**config.mk**
```make
export PLATFORM = sky130hd
export DESIGN_NAME = fb_slot_arbiter
export DESIGN_NICKNAME = d
export VERILOG_FILES = /design/src/rtl/fbs_pkg.sv /design/src/rtl/fbs_lock_acc.sv /design/src/rtl/fbs_triple_core.sv /design/src/rtl/fbs_double_core.sv /design/src/rtl/fb_slot_arbiter.sv
export SDC_FILE = /design/constraint.sdc
export NUM_CORES = 1
export LEC_CHECK = 0
export BUFFER_PORTS_ARGS = -buffer_cell sky130_fd_sc_hd__buf_4
export CAP_MARGIN = 20
export CELL_PAD_IN_SITES_DETAIL_PLACEMENT = 1
export CELL_PAD_IN_SITES_GLOBAL_PLACEMENT = 2
export CORE_ASPECT_RATIO = 1.25
export CORE_MARGIN = 3
export CORE_UTILIZATION = 37
export DETAILED_ROUTE_END_ITERATION = 12
export PLACE_DENSITY = 0.95
export SETUP_SLACK_MARGIN = 0.2
export SYNTH_ARGS = -nofsm -noshare
export SYNTH_HDL_FRONTEND = slang
export SYNTH_HIERARCHICAL = 1
export SYNTH_SLANG_ARGS = --single-unit
```
**constraint.sdc**
```tcl
create_clock -name clk -period 10.45 [get_ports clk]
set_input_delay 1.5675 -clock clk [delete_from_list [all_inputs] [get_ports clk]]
set_output_delay 1.5675 -clock clk [all_outputs]
set_load 0.03 [all_outputs]
```
**src/rtl/fbs_pkg.sv**
```systemverilog
package fbs_pkg;
  localparam int SLOT_W = 2;
  typedef logic [SLOT_W-1:0] slot_t;
  localparam slot_t SLOT_A = 2'd0;
  localparam slot_t SLOT_B = 2'd1;
  localparam slot_t SLOT_C = 2'd2;
endpackage

```
**src/rtl/fbs_lock_acc.sv**
```systemverilog
module fbs_lock_acc #(
  parameter int RATE_W = 8
) (
  input  logic              clk,
  input  logic              rst_n,
  input  logic              lock_en,
  input  logic [RATE_W-1:0] in_step,
  input  logic [RATE_W-1:0] out_step,
  input  logic              w_evt,
  input  logic              r_evt,
  output logic              w_drop,
  output logic              r_rep
);
  localparam int ACC_W = RATE_W + 2;
  localparam logic signed [ACC_W-1:0] ACC_MAX = (1 <<< RATE_W) - 1;

  logic signed [ACC_W-1:0] acc_q, acc_w, acc_r;
  logic signed [ACC_W-1:0] in_ext, out_ext;

  assign in_ext  = $signed({2'b00, in_step});
  assign out_ext = $signed({2'b00, out_step});

  always_comb begin
    // write side decides first
    w_drop = (acc_q > 0);
    acc_w  = (w_evt && !w_drop) ? acc_q + in_ext : acc_q;
    // read side sees the write-updated accumulator
    r_rep  = (acc_w <= 0);
    acc_r  = (r_evt && !r_rep) ? acc_w - out_ext : acc_w;
  end

  always_ff @(posedge clk or negedge rst_n) begin
    if (!rst_n)        acc_q <= '0;
    else if (!lock_en) acc_q <= '0;
    else               acc_q <= acc_r;
  end

  // accumulator only grows from <=0 and shrinks from >0, so it stays bounded
  assert_acc_range_R11: assert property (@(posedge clk) disable iff (!rst_n)
    (acc_q <= ACC_MAX) && (acc_q >= -ACC_MAX));

  assert_acc_clear_R12: assert property (@(posedge clk) disable iff (!rst_n)
    !lock_en |=> (acc_q == 0));
endmodule

```
**src/rtl/fbs_triple_core.sv**
```systemverilog
module fbs_triple_core
  import fbs_pkg::*;
(
  input  logic  clk,
  input  logic  rst_n,
  input  logic  wr_done,
  input  logic  rd_done,
  input  logic  drop_allow,
  input  logic  repeat_allow,
  input  logic  lock_en,
  input  logic  lk_drop,
  input  logic  lk_rep,
  output logic  w_evt,
  output logic  r_evt,
  output slot_t wr_slot,
  output slot_t rd_slot,
  output logic  wr_stall,
  output logic  rd_stall,
  output logic  drop_pulse,
  output logic  repeat_pulse
);
  slot_t w_q, r_q, s_q;
  logic  fresh_q, wpend_q, rpend_q, drop_q, rep_q;

  slot_t w_n, r_n, s_mid, s_n;
  logic  fresh_mid, fresh_n, wpend_n, rpend_n, drop_n, rep_n;
  logic  w_drop_dec, r_rep_dec;

  assign w_evt = wr_done && !wpend_q;
  assign r_evt = rd_done && !rpend_q;

  always_comb begin
    // ---- write stage ----
    w_n       = w_q;
    s_mid     = s_q;
    fresh_mid = fresh_q;
    wpend_n   = wpend_q;
    drop_n    = 1'b0;
    w_drop_dec = lock_en ? lk_drop : (fresh_q && drop_allow);
    if (w_evt && w_drop_dec) begin
      drop_n = 1'b1;
    end else if (w_evt || wpend_q) begin
      if (!fresh_q) begin
        w_n       = s_q;
        s_mid     = w_q;
        fresh_mid = 1'b1;
        wpend_n   = 1'b0;
      end else begin
        wpend_n = 1'b1;
      end
    end
    // ---- read stage, on the write-updated spare ----
    r_n     = r_q;
    s_n     = s_mid;
    fresh_n = fresh_mid;
    rpend_n = rpend_q;
    rep_n   = 1'b0;
    r_rep_dec = lock_en ? lk_rep : (!fresh_mid && repeat_allow);
    if (r_evt && r_rep_dec) begin
      rep_n = 1'b1;
    end else if (r_evt || rpend_q) begin
      if (fresh_mid) begin
        r_n     = s_mid;
        s_n     = r_q;
        fresh_n = 1'b0;
        rpend_n = 1'b0;
      end else begin
        rpend_n = 1'b1;
      end
    end
  end

  always_ff @(posedge clk or negedge rst_n) begin
    if (!rst_n) begin
      w_q     <= SLOT_A;
      r_q     <= SLOT_B;
      s_q     <= SLOT_C;
      fresh_q <= 1'b0;
      wpend_q <= 1'b0;
      rpend_q <= 1'b1;
      drop_q  <= 1'b0;
      rep_q   <= 1'b0;
    end else begin
      w_q     <= w_n;
      r_q     <= r_n;
      s_q     <= s_n;
      fresh_q <= fresh_n;
      wpend_q <= wpend_n;
      rpend_q <= rpend_n;
      drop_q  <= drop_n;
      rep_q   <= rep_n;
    end
  end

  assign wr_slot      = w_q;
  assign rd_slot      = r_q;
  assign wr_stall     = wpend_q;
  assign rd_stall     = rpend_q;
  assign drop_pulse   = drop_q;
  assign repeat_pulse = rep_q;

  assert_slots_exclusive_R9: assert property (@(posedge clk) disable iff (!rst_n)
    (w_q != r_q) && (w_q != s_q) && (r_q != s_q) &&
    (w_q < 3) && (r_q < 3) && (s_q < 3));

  assert_drop_keeps_slot_R3: assert property (@(posedge clk) disable iff (!rst_n)
    drop_q |-> $stable(w_q));

  assert_repeat_keeps_slot_R6: assert property (@(posedge clk) disable iff (!rst_n)
    rep_q |-> $stable(r_q));

  assert_wstall_holds_R4: assert property (@(posedge clk) disable iff (!rst_n)
    wpend_q |=> (!wpend_q || $stable(w_q)));

  assert_rstall_holds_R7: assert property (@(posedge clk) disable iff (!rst_n)
    rpend_q |=> (!rpend_q || $stable(r_q)));

  assert_no_drop_while_stalled_R4: assert property (@(posedge clk) disable iff (!rst_n)
    wpend_q |=> !drop_q);
endmodule

```
**src/rtl/fbs_double_core.sv**
```systemverilog
module fbs_double_core
  import fbs_pkg::*;
(
  input  logic  clk,
  input  logic  rst_n,
  input  logic  wr_done,
  input  logic  rd_done,
  output slot_t wr_slot,
  output slot_t rd_slot,
  output logic  wr_stall,
  output logic  rd_stall
);
  logic sel_q, wpend_q, rpend_q;
  logic w_arr, r_arr;

  assign w_arr = wr_done || wpend_q;
  assign r_arr = rd_done || rpend_q;

  always_ff @(posedge clk or negedge rst_n) begin
    if (!rst_n) begin
      sel_q   <= 1'b0;
      wpend_q <= 1'b0;
      rpend_q <= 1'b1;
    end else if (w_arr && r_arr) begin
      sel_q   <= !sel_q;
      wpend_q <= 1'b0;
      rpend_q <= 1'b0;
    end else begin
      wpend_q <= w_arr;
      rpend_q <= r_arr;
    end
  end

  assign wr_slot  = sel_q ? SLOT_B : SLOT_A;
  assign rd_slot  = sel_q ? SLOT_A : SLOT_B;
  assign wr_stall = wpend_q;
  assign rd_stall = rpend_q;

  assert_double_distinct_R10: assert property (@(posedge clk) disable iff (!rst_n)
    (wr_slot != rd_slot) && (wr_slot < 2) && (rd_slot < 2));

  assert_double_no_lone_swap_R10: assert property (@(posedge clk) disable iff (!rst_n)
    (!w_arr || !r_arr) |=> $stable(wr_slot));
endmodule

```
**src/rtl/fb_slot_arbiter.sv**
```systemverilog
module fb_slot_arbiter
  import fbs_pkg::*;
#(
  parameter bit TRIPLE = 1'b1,
  parameter int RATE_W = 8
) (
  input  logic              clk,
  input  logic              rst_n,
  input  logic              wr_frame_done,
  input  logic              rd_frame_done,
  input  logic              drop_allow,
  input  logic              repeat_allow,
  input  logic              lock_en,
  input  logic [RATE_W-1:0] lock_in_step,
  input  logic [RATE_W-1:0] lock_out_step,
  output logic [SLOT_W-1:0] wr_slot,
  output logic [SLOT_W-1:0] rd_slot,
  output logic              wr_stall,
  output logic              rd_stall,
  output logic              drop_pulse,
  output logic              repeat_pulse
);
  generate
    if (TRIPLE) begin : g_triple
      logic w_evt, r_evt, lk_drop, lk_rep;

      fbs_lock_acc #(.RATE_W(RATE_W)) u_lock (
        .clk      (clk),
        .rst_n    (rst_n),
        .lock_en  (lock_en),
        .in_step  (lock_in_step),
        .out_step (lock_out_step),
        .w_evt    (w_evt),
        .r_evt    (r_evt),
        .w_drop   (lk_drop),
        .r_rep    (lk_rep)
      );

      fbs_triple_core u_core (
        .clk          (clk),
        .rst_n        (rst_n),
        .wr_done      (wr_frame_done),
        .rd_done      (rd_frame_done),
        .drop_allow   (drop_allow),
        .repeat_allow (repeat_allow),
        .lock_en      (lock_en),
        .lk_drop      (lk_drop),
        .lk_rep       (lk_rep),
        .w_evt        (w_evt),
        .r_evt        (r_evt),
        .wr_slot      (wr_slot),
        .rd_slot      (rd_slot),
        .wr_stall     (wr_stall),
        .rd_stall     (rd_stall),
        .drop_pulse   (drop_pulse),
        .repeat_pulse (repeat_pulse)
      );
    end else begin : g_double
      fbs_double_core u_core (
        .clk      (clk),
        .rst_n    (rst_n),
        .wr_done  (wr_frame_done),
        .rd_done  (rd_frame_done),
        .wr_slot  (wr_slot),
        .rd_slot  (rd_slot),
        .wr_stall (wr_stall),
        .rd_stall (rd_stall)
      );
      assign drop_pulse   = 1'b0;
      assign repeat_pulse = 1'b0;
    end
  endgenerate
endmodule

```
# Word-level counts from Yosys, hierarchy flattened
# Cells that the tools add are included.
# Widths: inputs -> output; s select.
[totals] ff_bits=21 out_inout_bits=8 elab_cells=54
[op_classes] n_addsub=2 order_cmp=2 mux=19 bitwise_logic=3 n_reduce_logical=19
[op_table] operator="$mux 10" count=3
[op_table] operator="$mux 2" count=6
[op_table] operator="$add 10x9->10" count=1
[op_table] operator="$gt 10x1->1 const B" count=1
[op_table] operator="$le 10x1->1 const B" count=1
[op_table] operator="$mux 1" count=10
[op_table] operator="$sub 10x9->10" count=1
[op_table] operator="$logic_and 1x1->1" count=8
[op_table] operator="$reduce_and 3->1" count=2
[op_table] operator="$logic_not 1->1" count=5
[op_table] operator="$reduce_and 2->1" count=2
[op_table] operator="$not 1->1" count=3
[op_table] operator="$logic_or 1x1->1" count=2

# Longest topological paths before layout
[depth] ltp_word=11 ltp_mapped=17

# Cells and area by module
# The synthesis kept the hierarchy.
[by_module_without_submodules] module="fbs_lock_acc" n_inst=1 cells_each=165 area_each_um2=1343.8 seq_area_each_um2=250.2
[by_module_without_submodules] module="fbs_triple_core" n_inst=1 cells_each=43 area_each_um2=498.0 seq_area_each_um2=279.0

# Worst setup path after synthesis
# Ideal clock, no wire load.
[synth_timing] kind="input-to-reg" from="input wr_frame_done" to="register g_triple.u_lock.acc_q[8]" setup_ps=125 t_arrival_ps=4651 required_time_ps=10325 path_slack_ps=5674 stages=17 path_cell_list="nor2b_1 > clkbuf_1 > and2_0 > a41oi_1 > buf_4 > mux2i_1 > ha_1 > inv_1 > fa_1 > a21o_1 > a21oi_1 > o21bai_1 > a21oi_1 > nor2b_1 > o21ai_0 > nor4b_1 > mux2_2"
[synth_via] elab_chain_len=8 elab_cells_between_ends=9
[synth_lines] element="start, declared" line="fb_slot_arbiter.sv:9" rtl="input logic wr_frame_done,"
[synth_lines] element="$logic_and 1x1->1 *" line="fbs_triple_core.sv:29" rtl="assign w_evt = wr_done && !wpend_q;"
[synth_lines] element="$logic_and 1x1->1 *" line="fbs_lock_acc.sv:26" rtl="acc_w = (w_evt && !w_drop) ? acc_q + in_ext : acc_q;"
[synth_lines] element="$mux 10 *" line="fbs_lock_acc.sv:26"
[synth_lines] element="$le 10x1->1" line="fbs_lock_acc.sv:28" rtl="r_rep = (acc_w <= 0);"
[synth_lines] element="$logic_not 1->1" line="fbs_lock_acc.sv:29" rtl="acc_r = (r_evt && !r_rep) ? acc_w - out_ext : acc_w;"
[synth_lines] element="$logic_and 1x1->1" line="fbs_lock_acc.sv:29"
[synth_lines] element="$mux 10 *" line="fbs_lock_acc.sv:29"
[synth_lines] element="$mux 10 *" line="fbs_lock_acc.sv:34" rtl="else if (!lock_en) acc_q <= '0;"
[synth_lines] element="end signal, assigned" line="fbs_lock_acc.sv:35" rtl="else acc_q <= acc_r;"
[synth_lines] element="end, declared" line="fbs_lock_acc.sv:17" rtl="logic signed [ACC_W-1:0] acc_q, acc_w, acc_r;"
# Mark *: on every way between the ends. The rest lies on a longest branch, timed or not.
# A chain may end at the register's enable or synchronous reset.

# Worst setup path after layout
[layout_timing] from="input wr_frame_done" to="register g_triple.u_lock.acc_q[8]"
[layout_via] elab_chain_len=8 elab_cells_between_ends=9
[layout_lines] element="$logic_and 1x1->1 *" line="fbs_triple_core.sv:29"
[layout_lines] element="via g_triple.w_evt" line="fb_slot_arbiter.sv:25" rtl="logic w_evt, r_evt, lk_drop, lk_rep;"
[layout_lines] element="$logic_and 1x1->1 *" line="fbs_lock_acc.sv:26"
[layout_lines] element="$mux 10 *" line="fbs_lock_acc.sv:26"
[layout_lines] element="$le 10x1->1" line="fbs_lock_acc.sv:28"
[layout_lines] element="$logic_not 1->1" line="fbs_lock_acc.sv:29"
[layout_lines] element="$logic_and 1x1->1" line="fbs_lock_acc.sv:29"
[layout_lines] element="$mux 10 *" line="fbs_lock_acc.sv:29"
[layout_lines] element="$mux 10 *" line="fbs_lock_acc.sv:34"
# The timed path passes the listed nets; every way through them passes the cells marked *.

==> impl_metrics.env <==
export IMPL_status="finished, final reports clean"
export IMPL_p_sw_uw=303
export IMPL_power_density_mw_per_mm2=286
export IMPL_cts_hold_fix_buffers=0
export IMPL_cts_root_buf="clkbuf_8"
export IMPL_cts_sinks=21
export IMPL_p_clk_share_pct=8.4
export IMPL_p_total_uw=622
export IMPL_avgSynthCellArea_sq_um=8.85
export IMPL_die_x_um=69.1
export IMPL_overflow=0
export IMPL_first_pass_iters=4
export IMPL_post_cts_resized=0
export IMPL_dr_max_layer_used="met4"
export IMPL_ir_drop_uv=148
export IMPL_fp_row_count=28
export IMPL_swShare_pct=48.8
export IMPL_synth_top_family_by_area="compound AO/OA/AOI/OAI gates"
export IMPL_skew_ns=0.00994
export IMPL_post_cts_buffers=0
export IMPL_ant_nets=0
export IMPL_vias=1618
export IMPL_post_route_period_util_pct=49.9
export IMPL_die_h_um=84.9
export IMPL_ios=31
export IMPL_intPower_uw=319
export IMPL_diodes=0
export IMPL_synth_warnings=6
export IMPL_synth_seq_cells=21
export IMPL_yosysUniqueCellTypes=58
export IMPL_synthesis_nets=249
export IMPL_place_gp_congestion=0.920
export IMPL_yosysSeqAreaShare_pct=28.7
export IMPL_synth_fa_ha_area_share_pct=13.0
export IMPL_core_area_sq_mm=0.00476
export IMPL_drt_first_iter_violations=52
export IMPL_synth_compound_area_share_pct=26.6
export IMPL_yosys_area_share_simple_pct=18.7
export IMPL_clk_pin_slew_ns=0.08
export IMPL_cp_arrival_ns=5.37
export IMPL_nets=281
export IMPL_numPortBuffers=30
export IMPL_finalCriticalPeriod_ns=5.21
export IMPL_hold_viol_final=0
export IMPL_drc=0
export IMPL_synthFlopType="dfrtp_1"
export IMPL_synth_edf_count=0
export IMPL_synth_area_mux_share_pct=3.46
export IMPL_critical_path_max_fanout=11
export IMPL_synth_area_sq_mm=0.00184
export IMPL_yosys_area_share_xor_xnor_pct=5.16
export IMPL_met3_length_um=77
export IMPL_syn2layout_area_growth_pct=17.9
export IMPL_worstMarginPinSlew_ns=0.950
export IMPL_cts_tree="yes"
export IMPL_clk_latency_ns=0.26
export IMPL_grtUsageTotal_pct=16.1
export IMPL_vias_per_cell=5.41
export IMPL_combPwrFrac_pct=67.5
export IMPL_maxCapViolations=0
export IMPL_wl_per_cell_um=15.3
export IMPL_initial_core_util_pct=38.7
export IMPL_hold_path_class="flop to flop"
export IMPL_syn_instance_count=208
export IMPL_p_leak_nw=1.03
export IMPL_slew_headroom_pct=35.8
export IMPL_rsz0062_at_grt="no"
export IMPL_dieArea_sq_mm=0.00587
export IMPL_drt_wl_total_um=4570
export IMPL_final_setup_tns_ns=0
export IMPL_drive_gt1_share_pct=21.8
export IMPL_wl_met1_um=2100
export IMPL_seqPwrFrac_pct=24.1
export IMPL_cts_made_buffers=3
export IMPL_cts_buffer_depth=2
export IMPL_worstSetupPathType="primary input to flop"
export IMPL_setup_viol_count_final=0
export IMPL_grt_pass1_wl_um=7770
export IMPL_antenna_found_initial=0
export IMPL_cp_data_required_time_ns=10.60
export IMPL_fillerInstances=587
export IMPL_async_flop_share_pct=100
export IMPL_grt_pass1_vias=1646
export IMPL_wl_met2_um=2330
export IMPL_cts_max_level=1
export IMPL_post_dp_hpwl_um=3820
export IMPL_end_kind="flop"
export IMPL_worst_setup_path_start_kind="primary input"
export IMPL_slew_viol_final=0
export IMPL_max_freq_ghz=0.192
export IMPL_grt_max_degree=22
flip-flops by register name, summed over array words and instances, names as in the netlist:
name                          count
g_triple.u_core/drop_pulse        1
g_triple.u_core/fresh_q           1
g_triple.u_core/rd_slot           2
g_triple.u_core/rd_stall          1
g_triple.u_core/repeat_pulse      1
g_triple.u_core/s_q               2
g_triple.u_core/wr_slot           2
g_triple.u_core/wr_stall          1
g_triple.u_lock/acc_q            10
metrics by stage:
step | hold slack (ns) | worst slack, ns | instances | area [sq um] | utilization, %
global route | 0.536 | 4.88 | 299 | 2170 | 45.6
CTS | 0.506 | 5.22 | 299 | 2170 | 45.6
floorplan | 0.480 | 5.67 | 208 | 1840 | -
finish | 0.499 | 5.24 | 299 | 2170 | 45.6
global placement | 0.481 | 5.10 | 295 | 2130 | 44.6
detailed placement | 0.492 | 4.93 | 295 | 2130 | 44.6
power groups by stage:
stage / Combinational (mW) / Sequential (mW) / Clock (mW)
floorplan: 0.293 / 0.170 / 0
global placement: 0.411 / 0.150 / 0
detailed placement: 0.421 / 0.151 / 0
CTS: 0.424 / 0.150 / 0.0548
global route: 0.469 / 0.155 / 0.0590
finish: 0.420 / 0.150 / 0.0523
per-layer routing:
metal / GRT usage (%) / up-vias
met3: 1.18 / 5
met1: 20.9 / 777
met4: 4.80 / 0
li1: - / 816
met2: 28.7 / 20
met5: 0 / -
cell usage in the layout (no fill, tap or decap), types with 3 or more instances in the layout:
master / count
buf_4: 30
dfstp_2: 3
mux2_2: 3
nor3_1: 4
nand2_1: 18
dfrtp_1: 18
a31oi_1: 3
inv_1: 14
a21oi_1: 18
clkbuf_8: 3
a21o_1: 5
ha_1: 16
xor2_1: 3
nand2b_1: 3
nand3_1: 8
nor2_1: 10
a21boi_0: 3
o21ai_0: 14
nor2b_1: 8
xnor2_1: 6
mux2i_1: 3
cell usage after synthesis, drive strengths merged (2+ instances only):
master | instances | share of area, %
mux2 | 3 | 1.8
nor3 | 4 | 1.1
o31ai | 3 | 2.0
ha | 16 | 11
dfrtp | 18 | 24
nand2 | 18 | 3.7
o21ai | 16 | 4.3
or3 | 2 | 0.68
a21oi | 18 | 4.9
buf | 2 | 0.68
o31a | 2 | 0.95
nor4 | 2 | 1.4
nand3 | 8 | 2.2
nor4b | 2 | 0.95
o32ai | 2 | 1.4
a21boi | 5 | 2.2
o21bai | 2 | 1.0
and2 | 2 | 0.68
clkinv | 2 | 0.41
fa | 2 | 2.2
xnor2 | 6 | 2.9
dfstp | 3 | 4.3
nor2 | 10 | 2.0
xor2 | 4 | 2.3
a21o | 5 | 2.0
nand2b | 3 | 1.0
mux2i | 3 | 1.6
o21a | 2 | 0.81
inv | 15 | 3.1
a31oi | 3 | 1.0
nor2b | 8 | 2.7
critical path, stage by stage:
cell      delay, ns
buf_4          0.11
nor2b_1        0.20
and2_0         0.19
a41oi_1        0.72
mux2i_1        0.33
ha_1           0.21
inv_1          0.05
fa_1           0.40
a21o_1         0.20
a21oi_1        0.22
o21bai_1       0.09
a21oi_1        0.22
nor2b_1        0.07
o21ai_0        0.14
nor4b_1        0.27
mux2_2         0.37
area by class of cell:
class / instances / area (sq um) / share of cell area, %
multi-input combinational: 167 / 1230 / 56.7
sequential: 21 / 529 / 24.4
timing repair buffer: 30 / 225 / 10.4
tap: 60 / 75.1 / 3.46
inverter: 17 / 63.8 / 2.94
clock buffer: 3 / 41.3 / 1.90
clock inverter: 1 / 5.00 / 0.230
kinds of logic (layout without fill, tap and decap cells):
logic type                 after synthesis  in the layout
and+or+nand+nor                         65             65
adders and majority gates               18             18
AOI/OAI and AO/OA                       68             68
buffers and inverters                   20             51
muxes                                    6              6
DFF                                     21             21
xor gates and xnor gates                10             10
final timing paths:
check                                                             from                                      to  slack, ns  depth (start not counted)
max in group asynchronous                                        rst_n        g_triple.u_core/s_q[1]$_DFF_PN1_       9.01                          1
worst min register to register  g_triple.u_core/rd_slot[0]$_DFFE_PN1P_  g_triple.u_core/rd_slot[0]$_DFFE_PN1P_       0.50                          2
worst max register to register    g_triple.u_core/wr_stall$_DFFE_PN0P_      g_triple.u_lock/acc_q[8]$_DFF_PN0_       6.20                         15
worst max-delay path                                     wr_frame_done      g_triple.u_lock/acc_q[8]$_DFF_PN0_       5.24                         16
worst min-delay path            g_triple.u_core/rd_slot[0]$_DFFE_PN1P_  g_triple.u_core/rd_slot[0]$_DFFE_PN1P_       0.50                          2
min in group asynchronous                                        rst_n    g_triple.u_core/drop_pulse$_DFF_PN0_       1.17                          1
Power figures use the tool's default switching activity.
